## src/rtl/lin_hdr_pkg.sv

```systemverilog
package lin_hdr_pkg;

   typedef enum logic [2:0] {
      PH_IDLE,
      PH_BREAK,
      PH_DELIM,
      PH_SYNC,
      PH_IDENT
   } phase_t;

   localparam logic [7:0] SYNC_BYTE  = 8'h55;
   localparam int         FRAME_LAST = 9;   // start + 8 data + stop, index 0..9
   localparam int         BRK_MIN    = 13;

   // Protected identifier: six identifier bits with two mixed parity bits on top.
   function automatic logic [7:0] protect_id(input logic [5:0] id);
      logic p0, p1;
      p0 = id[0] ^ id[1] ^ id[2] ^ id[4];
      p1 = ~(id[1] ^ id[3] ^ id[4] ^ id[5]);
      return {p1, p0, id};
   endfunction

   // Level of one character slot: 0 start bit, data LSB first, 1 stop bit.
   function automatic logic char_bit(input logic [7:0] data, input logic [3:0] idx);
      logic v;
      if (idx == 4'd0)
         v = 1'b0;
      else if (idx >= 4'(FRAME_LAST))
         v = 1'b1;
      else
         v = data[idx - 4'd1];
      return v;
   endfunction

endpackage

```

## src/rtl/lin_id_protect.sv

```systemverilog
module lin_id_protect
   import lin_hdr_pkg::*;
(
   input  logic [5:0] id_i,
   output logic [7:0] pid_o
);

   always_comb pid_o = protect_id(id_i);

endmodule

```

## src/rtl/lin_bit_timer.sv

```systemverilog
module lin_bit_timer #(
   parameter int DIV_W = 16
) (
   input  logic             clk,
   input  logic             rst_n,
   input  logic             load_i,
   input  logic [DIV_W-1:0] div_i,
   input  logic             run_i,
   output logic             tick_o
);

   logic [DIV_W-1:0] div_q;
   logic [DIV_W-1:0] cnt_q;

   always_ff @(posedge clk or negedge rst_n) begin
      if (!rst_n) begin
         div_q <= '0;
         cnt_q <= '0;
      end else if (load_i) begin
         div_q <= div_i;
         cnt_q <= div_i;
      end else if (run_i) begin
         if (cnt_q == '0)
            cnt_q <= div_q;
         else
            cnt_q <= cnt_q - 1'b1;
      end
   end

   assign tick_o = run_i && (cnt_q == '0);

endmodule

```

## src/rtl/lin_hdr_seq.sv

```systemverilog
module lin_hdr_seq
   import lin_hdr_pkg::*;
#(
   parameter int BRK_BITS = 13,
   parameter int IDX_W    = 4
) (
   input  logic       clk,
   input  logic       rst_n,
   input  logic       start_i,
   input  logic [7:0] pid_i,
   input  logic       tick_i,
   output logic       accept_o,
   output logic       tx_o,
   output logic       busy_o,
   output logic       done_o
);

   localparam logic [IDX_W-1:0] BRK_LAST = IDX_W'(BRK_BITS - 1);
   localparam logic [IDX_W-1:0] CHR_LAST = IDX_W'(FRAME_LAST);

   phase_t           phase_q;
   logic [IDX_W-1:0] idx_q;
   logic [7:0]       pid_q;
   logic             done_q;

   assign accept_o = start_i && (phase_q == PH_IDLE);

   always_ff @(posedge clk or negedge rst_n) begin
      if (!rst_n) begin
         phase_q <= PH_IDLE;
         idx_q   <= '0;
         pid_q   <= '0;
         done_q  <= 1'b0;
      end else begin
         done_q <= 1'b0;
         if (accept_o) begin
            phase_q <= PH_BREAK;
            idx_q   <= '0;
            pid_q   <= pid_i;
         end else if (tick_i) begin
            unique case (phase_q)
               PH_BREAK: begin
                  if (idx_q == BRK_LAST) begin
                     phase_q <= PH_DELIM;
                     idx_q   <= '0;
                  end else begin
                     idx_q <= idx_q + 1'b1;
                  end
               end
               PH_DELIM: begin
                  phase_q <= PH_SYNC;
                  idx_q   <= '0;
               end
               PH_SYNC: begin
                  if (idx_q == CHR_LAST) begin
                     phase_q <= PH_IDENT;
                     idx_q   <= '0;
                  end else begin
                     idx_q <= idx_q + 1'b1;
                  end
               end
               PH_IDENT: begin
                  if (idx_q == CHR_LAST) begin
                     phase_q <= PH_IDLE;
                     idx_q   <= '0;
                     done_q  <= 1'b1;
                  end else begin
                     idx_q <= idx_q + 1'b1;
                  end
               end
               default: ;
            endcase
         end
      end
   end

   always_comb begin
      unique case (phase_q)
         PH_BREAK: tx_o = 1'b0;
         PH_DELIM: tx_o = 1'b1;
         PH_SYNC:  tx_o = char_bit(SYNC_BYTE, idx_q[3:0]);
         PH_IDENT: tx_o = char_bit(pid_q, idx_q[3:0]);
         default:  tx_o = 1'b1;
      endcase
   end

   assign busy_o = (phase_q != PH_IDLE);
   assign done_o = done_q;

endmodule

```

## src/rtl/lin_hdr_gen.sv

```systemverilog
module lin_hdr_gen
   import lin_hdr_pkg::*;
#(
   parameter int DIV_W    = 16,
   parameter int BRK_BITS = 13
) (
   input  logic             clk,
   input  logic             rst_n,
   input  logic             start_i,
   input  logic [5:0]       id_i,
   input  logic [DIV_W-1:0] div_i,
   output logic             tx_o,
   output logic             busy_o,
   output logic             done_o
);

   localparam int BRK_IDX_W = (BRK_BITS > 1) ? $clog2(BRK_BITS) : 1;
   localparam int IDX_W     = (BRK_IDX_W > 4) ? BRK_IDX_W : 4;

   generate
      if (BRK_BITS < BRK_MIN) begin : g_brk_too_short
         $error("lin_hdr_gen: BRK_BITS must be at least 13");
      end
      if (DIV_W < 1) begin : g_div_too_narrow
         $error("lin_hdr_gen: DIV_W must be at least 1");
      end
   endgenerate

   logic [7:0] pid;
   logic       accept;
   logic       tick;

   lin_id_protect u_protect (
      .id_i  (id_i),
      .pid_o (pid)
   );

   lin_bit_timer #(.DIV_W(DIV_W)) u_timer (
      .clk    (clk),
      .rst_n  (rst_n),
      .load_i (accept),
      .div_i  (div_i),
      .run_i  (busy_o),
      .tick_o (tick)
   );

   lin_hdr_seq #(.BRK_BITS(BRK_BITS), .IDX_W(IDX_W)) u_seq (
      .clk      (clk),
      .rst_n    (rst_n),
      .start_i  (start_i),
      .pid_i    (pid),
      .tick_i   (tick),
      .accept_o (accept),
      .tx_o     (tx_o),
      .busy_o   (busy_o),
      .done_o   (done_o)
   );

endmodule

```

## config.mk

```make
export PLATFORM = sky130hd
export DESIGN_NAME = lin_hdr_gen
export DESIGN_NICKNAME = d
export VERILOG_FILES = /design/src/rtl/lin_hdr_pkg.sv /design/src/rtl/lin_id_protect.sv /design/src/rtl/lin_bit_timer.sv /design/src/rtl/lin_hdr_seq.sv /design/src/rtl/lin_hdr_gen.sv
export SDC_FILE = /design/constraint.sdc
export NUM_CORES = 1
export LEC_CHECK = 0
export BUFFER_PORTS_ARGS = -buffer_cell sky130_fd_sc_hd__buf_2
export CAP_MARGIN = 20
export CELL_PAD_IN_SITES_DETAIL_PLACEMENT = 1
export CELL_PAD_IN_SITES_GLOBAL_PLACEMENT = 1
export CORE_ASPECT_RATIO = 1.75
export CORE_MARGIN = 1
export CORE_UTILIZATION = 50
export DETAILED_ROUTE_END_ITERATION = 10
export GPL_TIMING_DRIVEN = 0
export PLACE_DENSITY_LB_ADDON = 0.3
export REMOVE_ABC_BUFFERS = 1
export SLEW_MARGIN = 20
export SYNTH_ARGS = -nofsm -noshare
export SYNTH_HDL_FRONTEND = slang
export SYNTH_SLANG_ARGS = --single-unit
```

## constraint.sdc

```tcl
create_clock -name clk -period 3.88 [get_ports clk]
set_input_delay 1.164 -clock clk [delete_from_list [all_inputs] [get_ports clk]]
set_output_delay 1.164 -clock clk [all_outputs]
set_load 0.1 [all_outputs]
```

### Word level (Yosys, flattened, before mapping)

Memory sizes are Yosys's and may differ from the RTL's.
Index checks and enable logic that the tools add are counted.

* add/subtract/negate cells: 3
* multiply operators: 0
* div/mod/pow operators: 0
* $lt $le $gt $ge: 2
* equality and inequality tests: 9
* shifts and indexed selects: 0
* muxes and demuxes: 26
* bitwise logic cells: 7
* reductions and logical operators: 13

Operators by type and width (count)
* two-way mux 16 bit: 3
* zero test 16 bit: 1
* two-way mux 4 bit: 4
* subtractor 16 x 1 -> 16 bit, second input constant: 1
* two-way mux 3 bit: 5
* case mux 3 bit (4 select lines): 1
* case mux 4 bit (3 select lines): 1
* two-way mux 1 bit: 10
* inequality test 3 x 2 -> 1 bit, second input constant: 3
* equality test 4 bit, second input constant: 2
* equality test 3 x 2 -> 1 bit, second input constant: 2
* bitwise XOR 1 bit: 6
* AND reduction 5 bit: 1
* nonzero test 5 bit: 1
* adder 4 x 1 -> 4 bit, second input constant: 1
* >= comparator 4 bit, second input constant: 1
* zero test 4 bit: 1
* < comparator 4 bit, second input constant: 1
* nonzero test 2 bit: 2
* nonzero test 4 bit: 1
* subtractor 4 x 1 -> 4 bit, second input constant: 1
* binary-select mux 1 bit (select 3 bit): 1
* equality test 3 x 1 -> 1 bit, second input constant: 1
* equality test 3 bit, second input constant: 1
* 7 further kinds: 8

* bits in registers: 48
* latch bits: 0
* bits in writable memories: 0
* memory bits (read-only): 8
* input bits: 25
* output and inout port bits: 3
* memories: 1

Memory list
* (name not given): depth 8, bits a word 1, read ports 1, clocked after memory_dff 0, wr ports 0, line lin_hdr_pkg.sv:31 `v = data[idx - 4'd1];`

### Longest topological paths before layout

Gate-level depths: netlist of run 1.

* word-level depth: 6
* gate-level depth with buffers: 10
* gate-level depth less buffers: 7

### Cells and area by module

A second synthesis of run 1 with hierarchy kept.

* cells, all modules: 301
* area, all modules: 2957.8 µm²

By module, submodules not included
* lin_bit_timer: instances 1, cells an instance 192, area an instance 1876.8 µm², seq. area each 800.8 µm²
* lin_hdr_seq: instances 1, cells an instance 98, area an instance 992.2 µm², seq. area each 400.4 µm²
* lin_id_protect: instances 1, cells an instance 11, area an instance 88.8 µm², seq. area each 0.0 µm²

### Worst setup path before layout of run 1

No wires, ideal clock.

* kind: reg2out
* from: reg u_seq.idx_q[0]
* to: out tx_o
* arrival time: 3.465 ns
* data required time: 2.716 ns
* setup slack: -0.749 ns
* cell stages (with the launch flop): 6
* path through: dfrtp_1 > inv_1 > ha_1 > mux4_2 > mux2i_1 > o32ai_1

* cells in the longest elaborated chain, start to end: 6
* elaborated cells on any way between the ends: 12
* classes of those cells: 1 x add/sub; 1 x order compare; 8 x mux; 1 x reduce/logical; 1 x memory

Ends and longest elaborated chain
* start, declared: line lin_hdr_seq.sv:22 `logic [IDX_W-1:0] idx_q;`
* start signal, assigned: line lin_hdr_seq.sv:47 `idx_q <= idx_q + 1'b1;`
* start signal, assigned: line lin_hdr_seq.sv:59 `idx_q <= idx_q + 1'b1;`
* start signal, assigned: line lin_hdr_seq.sv:68 `idx_q <= idx_q + 1'b1;`
* subtractor 4 x 1 -> 4 bit: line lin_hdr_pkg.sv:31
* memory read (8 x 1 bit) or binary-select mux 1 bit (select 3 bit) (tied branches)
* two-way mux 1 bit (implied by the code): line lin_hdr_pkg.sv:31
* two-way mux 1 bit: line lin_hdr_pkg.sv:28 `else if (idx >= 4'(FRAME_LAST))`
* two-way mux 1 bit: line lin_hdr_pkg.sv:26 `if (idx == 4'd0)`
* case mux 1 bit (3 select lines) (*): line lin_hdr_seq.sv:78 `unique case (phase_q)`
* end, declared: line lin_hdr_gen.sv:12 `output logic tx_o,`

Every way passes the cells marked *; elsewhere a longest branch is shown, timed or not. The select of a mux whose other input is x is not followed.

### Worst setup path in the final report of run 1

* from: reg u_seq.phase_q[1]
* to: out busy_o

* cells in the longest elaborated chain, start to end: 1

Ends and longest elaborated chain
* start, declared: line lin_hdr_seq.sv:21 `phase_t phase_q;`
* start signal, assigned: line lin_hdr_seq.sv:30 `phase_q <= PH_IDLE;`
* start signal, assigned: line lin_hdr_seq.sv:37 `phase_q <= PH_BREAK;`
* start signal, assigned: line lin_hdr_seq.sv:44 `phase_q <= PH_DELIM;`
* nonzero test 3 bit: line lin_hdr_seq.sv:87 `assign busy_o = (phase_q != PH_IDLE);`
* end, declared: line lin_hdr_gen.sv:13 `output logic busy_o,`

Every way passes these cells.

==> flow_summary.yaml, run 1 <==
status:
  status: "completed"
routing:
  dr.pass1.iters: 4
  post_drt_via_cell_ratio: 6.25
  drc: 0
  routed_wirelength_mm: 7.12
  drtIter0Drc: 48
  num_vias: 2294
  ant_nets: 0
  wl_per_cell_um: 19.4
grt:
  grtUsageMet2_pct: 49.0
  grt.busiest_layer: "met2"
  grt_overflow: 0
  grt_pass1_wl_mm: 12.0
  first_global_vias: 2467
  grt_usage_pct: 26.5
  grt_max_degree: 49
  grt_util_met3_pct: 3.07
  use_met1_pct: 29.9
  antenna_found_initial: 0
die:
  start_util_pct: 52.8
  fp.dieH_um: 101
  ioPinCount: 28
  dieArea_mm2: 0.00596
  std_cell_rows: 35
  core_area_mm2: 0.00534
  fp.dieW_um: 58.8
setup_path:
  critPathMaxFanout: 25
  worst_setup_path_start_kind: "flip-flop"
  criticalPathCategory: "flip-flop to output pin"
  reg2reg_depth: 6
  worstSetupEndpoint: "busy_o"
  reg2reg_slack_ps: 840
  worstPathRequired_ps: 2720
  worstReg2RegStart: "u_seq.phase_q[1]"
  critPathLaunch: "u_seq.phase_q[1]"
  reg2reg_to: "u_seq.idx_q[3]"
  end_kind: "output pin"
  arrival_ps: 2370
placement:
  dp_hpwl_mm: 4.94
  io_buffers: 27
  gp_congestion: 0.790
  dp_slack_ps: 422
synthesis:
  synth_compound_area_share_pct: 17.3
  synthXorXnorAreaFrac_pct: 3.41
  synth-simple-area-share_pct: 13.9
  synth_top_family_by_area: "compound AO/OA/AOI/OAI gates"
  yosys_warnings: 0
  syn-cell-area_mm2: 0.00282
  yosysUniqueCellTypes: 48
  syn_inst: 279
  seq_area_frac_synth_pct: 42.6
  syn_avg_cell_area_um2: 10.1
  muxShareOfSynthArea_pct: 15.0
  ys_seq_elements: 48
  synth-adder-area-share_pct: 2.66
finish:
  nets: 323
  diodes: 0
  drive_gt1_share_pct: 22.5
  final-seq-area_mm2: 0.00120
  area_growth_pct: 8.74
  num-fill-cells: 621
  multi_input_area_mm2: 0.00150
job:
  drv_cap: 0
sta:
  setup_viol: 0
  fin_crit_sh_pct: 91.1
  hold-worst-slack_ps: 472
  period_needed_ps: 3540
  setup_tns_ps: 0
  drv_slew: 0
  hold_viol: 0
  timing.final.ws_setup_ps: 344
  fin_worst_skew_ps: 7.76
  slew-limit-headroom_pct: 44.0
  worstMarginPinSlew_ps: 834
  rsz0062_at_grt: "no"
  fmax_mhz: 283
clock_tree:
  clk_latency_ps: 310
  cts_made_buffers: 5
  clk_transition_reported_paths_ps: 100
  clockRootBuffer: "clkbuf_8"
  cts_htree_levels: 2
  hold_buffers: 0
  cts_tree: "built"
  cts_num_sinks: 48
  cts_buffer_depth: 2
power:
  total_leakage_power_uw: 0.00126
  ir_drop_mv: 0.323
  power_uw: 1430
  powerDensity_mw_per_mm2: 466
worst_hold_path:
  hold_depth: 2
  hold_class: "flip-flop to flip-flop"
## how the worst min path moves through the flow
stage / from / to / slack [ps]
2_1_floorplan: u_seq.pid_q[7] / u_seq.pid_q[7] / 430
3_3_place_gp: u_seq.pid_q[7] / u_seq.pid_q[7] / 460
3_5_place_dp: u_seq.pid_q[7] / u_seq.pid_q[7] / 460
4_1_cts: u_seq.pid_q[7] / u_seq.pid_q[7] / 480
5_1_grt: u_seq.pid_q[7] / u_seq.pid_q[7] / 520
6_report: u_seq.pid_q[7] / u_seq.pid_q[7] / 470
## cell type report
type	count	area share, %
Clock buffer	6	2.69
Sequential cell	48	39.2
Tap cell	74	3.02
Inverter	10	1.22
Clock inverter	2	0.489
Timing Repair Buffer	27	4.49
Multi-Input combinational cell	200	48.9
## worst max-delay path, cell delays in order, from the launching register on
cell and delay (ps):
dfrtp_1 560, nor3_4 500, inv_1 540, buf_2 460
## placed cells by master, fill, tap and decap left out, types with 3 or more instances in the layout
cell type	instances
dfrtp_1	48
buf_2	26
o21ai_0	24
mux2_2	22
nand2_1	15
nor2_1	13
mux2i_1	13
a21oi_1	12
inv_1	10
xnor2_1	9
nor3_1	9
nand3_1	9
or4_1	6
ha_1	6
clkbuf_8	6
o211ai_1	5
a211oi_1	4
a221oi_1	4
o22ai_1	4
nand3b_1	3
or3_1	3
o31ai_1	3
## state kept, by name (all words and copies together), names as in the netlist
signal         count
u_timer.div_q     16
u_seq.done_o       1
u_seq.idx_q        4
u_seq.phase_q      3
u_seq.pid_q        8
u_timer.cnt_q     16
## where the power goes
part           total, uW  internal [uW]  switching, uW
Sequential           726            601            124
Combinational        378            187            191
Clock                327            145            182
Total               1430            933            497
## stage by stage
step / area (um2) / std cells / utilization, %
floorplan: 2720 / 258 / -
global placement: 2940 / 359 / 55.1
detailed placement: 2960 / 359 / 55.3
CTS: 3050 / 367 / 57.1
global route: 3070 / 367 / 57.4
finish: 3070 / 367 / 57.4
## cell families (layout without fill, tap and decap cells)
family / Yosys count / after routing
adders and majority gates: 6 / 6
AOI/OAI and AO/OA: 74 / 74
buffers and inverters: 31 / 45
muxes: 37 / 37
DFF: 48 / 48
and+or+nand+nor: 72 / 72
xor gates and xnor gates: 11 / 11
## synth_stat cells, drive strengths merged
master  count  area (um2)
a211oi      4        30.0
a21oi      12        60.1
a221oi      4        35.0
a22o        2        17.5
a22oi       1        7.51
a311o       2        20.0
a31oi       2        12.5
and2        1        6.26
and3        1        6.26
buf         6        48.8
clkbuf     15        57.6
dfrtp      48        1200
ha          6        75.1
inv        10        37.5
mux2       22         248
mux2i      13         130
mux4        2        45.0
nand2      15        56.3
nand3       9        45.0
nand3b      3        22.5
nor2       14        52.6
nor2b       1        6.26
nor3       10        50.1
nor3b       2        15.0
nor4        4        40.0
o211ai      5        37.5
o21a        1        7.51
o21ai      24         120
o221a       1        11.3
o22a        2        17.5
o22ai       4        25.0
o2bb2a      1        10.0
o311a       1        10.0
o31a        1        8.76
o31ai       3        22.5
o32a        1        10.0
o32ai       1        8.76
o41ai       2        17.5
or3         3        18.8
or3b        2        17.5
or4         7        56.3
xnor2       9        78.8
xor2        2        17.5
## layer usage
metal  wire [um]  vias up  share of wire, %
met4         200        0               2.8
met3         160       20               2.2
met2        4020       43                57
met1        2730     1161                38
li1            -     1070                 -
met5           0        -                 0
## repair_timing
action | in CTS | in global routing
resized for setup | 0 | 1
buffers inserted | 0 | 0
setup endpoints to repair | 0 | 1
(Power assumes the default switching activity.)
==> run 2, diff against run 1 <==
- CORE_UTILIZATION: 50 -> 52
- CTS_BUF_LIST: unset -> sky130_fd_sc_hd__clkbuf_4
- SLEW_MARGIN: 20 -> unset
==> flow_summary.yaml, run 2 (same netlist as run 1, synthesis figures left out) <==
status:
  status: "finished with violations"
  violations: "DRC"
finish:
  diodes: 0
  stdcell_count: 352
  area_growth_pct: 8.16
  layout_common_cells: "dfrtp_1, buf_2, o21ai_0"
  final_common_cell: "dfrtp_1"
  nets: 327
  drive_gt1_share_pct: 23.2
  top_regs: "u_timer.cnt_q x16, u_timer.div_q x16, u_seq.pid_q x8"
grt:
  grt_max_degree: 49
  grt_usage_pct: 25.8
  grt_pass1_wl_mm: 11.3
  antenna_found_initial: 0
  first_global_vias: 2382
  grt_overflow: 0
placement:
  io_buffers: 27
  dp_hpwl_mm: 5.01
  gp_congestion: 0.744
  dp_slack_ps: 457
  placed_cells: 342
setup_path:
  worstPathRequired_ps: 2720
  critical-path-top-delay-family: "buffers and inverters"
  worst_setup_path_start_kind: "flip-flop"
  slowest_stage: "dfrtp_1"
  path_buf_inv: 3
  critPathMaxFanout: 25
  cp_common_cell: "buf_2"
  criticalPathCategory: "flip-flop to output pin"
  critPathMaxStageDelay_ps: 630
  arrival_ps: 2500
  end_kind: "output pin"
  crit_chain: "nor3_2, buf_2, inv_1, buf_2"
die:
  start_util_pct: 53.7
  std_cell_rows: 35
  ioPinCount: 28
  core_area_mm2: 0.00526
  dieArea_mm2: 0.00574
  fp.dieH_um: 99.4
  fp.dieW_um: 57.7
clock_tree:
  clk_transition_reported_paths_ps: 150
  clk_latency_ps: 380
  cts_htree_levels: 2
  cts_made_buffers: 5
  cts_buffer_depth: 2
  post_cts_buffers: 0
  cts_num_sinks: 48
  hold_buffers: 0
  clockRootBuffer: "clkbuf_4"
  cts_resized: 0
  cts_tree: "built"
sta:
  setup_viol: 0
  period_needed_ps: 3660
  fin_crit_sh_pct: 94.5
  timing.final.ws_setup_ps: 215
  slew-limit-headroom_pct: 43.1
  fmax_mhz: 273
  rsz0062_at_grt: "no"
  fin_worst_skew_ps: 11.0
  drv_slew: 0
  worstMarginPinSlew_ps: 852
  hold_viol: 0
power:
  powerDensity_mw_per_mm2: 462
  total_leakage_power_uw: 0.00128
  ir_drop_mv: 0.336
routing:
  num_vias: 2304
  ant_nets: 0
  routed_wirelength_mm: 6.88
  post_drt_via_cell_ratio: 6.55
  wl_per_cell_um: 19.5
  drtIter0Drc: 78
  drc: 1
  dr.pass1.iters: 7
job:
  drv_cap: 0
worst_hold_path:
  hold_class: "flip-flop to flip-flop"
-- run 2: changes by cell type in the layout (fill, tap and decap cells not counted), sizes merged --
cell      previous run  this run
clkinvlp             2         1
inv                 10        11
clkbuf               6         5
buf                 27        31
bufinv               0         1
-- run 2: metal layers --
| metal | up-vias | wire length (um) | global-route usage [%] |
|---|---|---|---|
| li1 | 1082 | - | - |
| met2 | 33 | 3890 | 49.7 |
| met3 | 14 | 132 | 3.90 |
| met4 | 0 | 167 | 9.34 |
| met1 | 1175 | 2690 | 27.2 |
| met5 | - | 0 | 0 |
-- run 2: path summary, 6_finish.rpt --
path	start	to	slack (ps)	cells after the start
setup / recovery	u_seq.phase_q[1]	busy_o	220	4
hold / removal	u_seq.pid_q[7]	u_seq.pid_q[7]	500	2
setup reg to reg	u_seq.phase_q[1]	u_seq.idx_q[3]	680	8
hold reg to reg	u_seq.pid_q[7]	u_seq.pid_q[7]	500	2
max in group asynchronous	rst_n	u_timer.cnt_q[9]	2750	2
min in group asynchronous	rst_n	u_seq.phase_q[1]	620	1
-- run 2: final cells by class --
cell class | count | area (um2)
fill | 597 | 2200
clock inverter | 3 | 46.3
clock buffer | 5 | 37.5
timing repair buffer | 31 | 176
inverter | 10 | 37.5
multi-input combinational | 200 | 1480
tap | 55 | 68.8
sequential | 48 | 1200
-- run 2: where the power goes --
part	switching, uW	total (uW)	leakage, uW	internal, uW
clock network	176	313	0.0000418	138
registers	125	726	0.000568	601
logic	183	372	0.000674	189
total	484	1410	0.00128	927
-- run 2: worst reg2reg max path, delay by kind of cell, from the launching register on --
kind                   cells  cell delay, ps
DFF                        1             560
AOI/OAI and AO/OA          2             490
buffers and inverters      3             920
and+or+nand+nor            3            1190
-- run 2: metrics by stage --
stage	total power (uW)	area [um2]	hold slack, ps	util [%]	setup TNS [ps]
2_1_floorplan	971	2720	434	-	-749
3_3_place_gp	1070	2920	458	55.5	-24780
3_5_place_dp	1100	2940	472	55.9	0
4_1_cts	1420	3020	506	57.5	0
5_1_grt	1490	3050	535	58.1	0
6_report	1410	3050	502	58.1	0
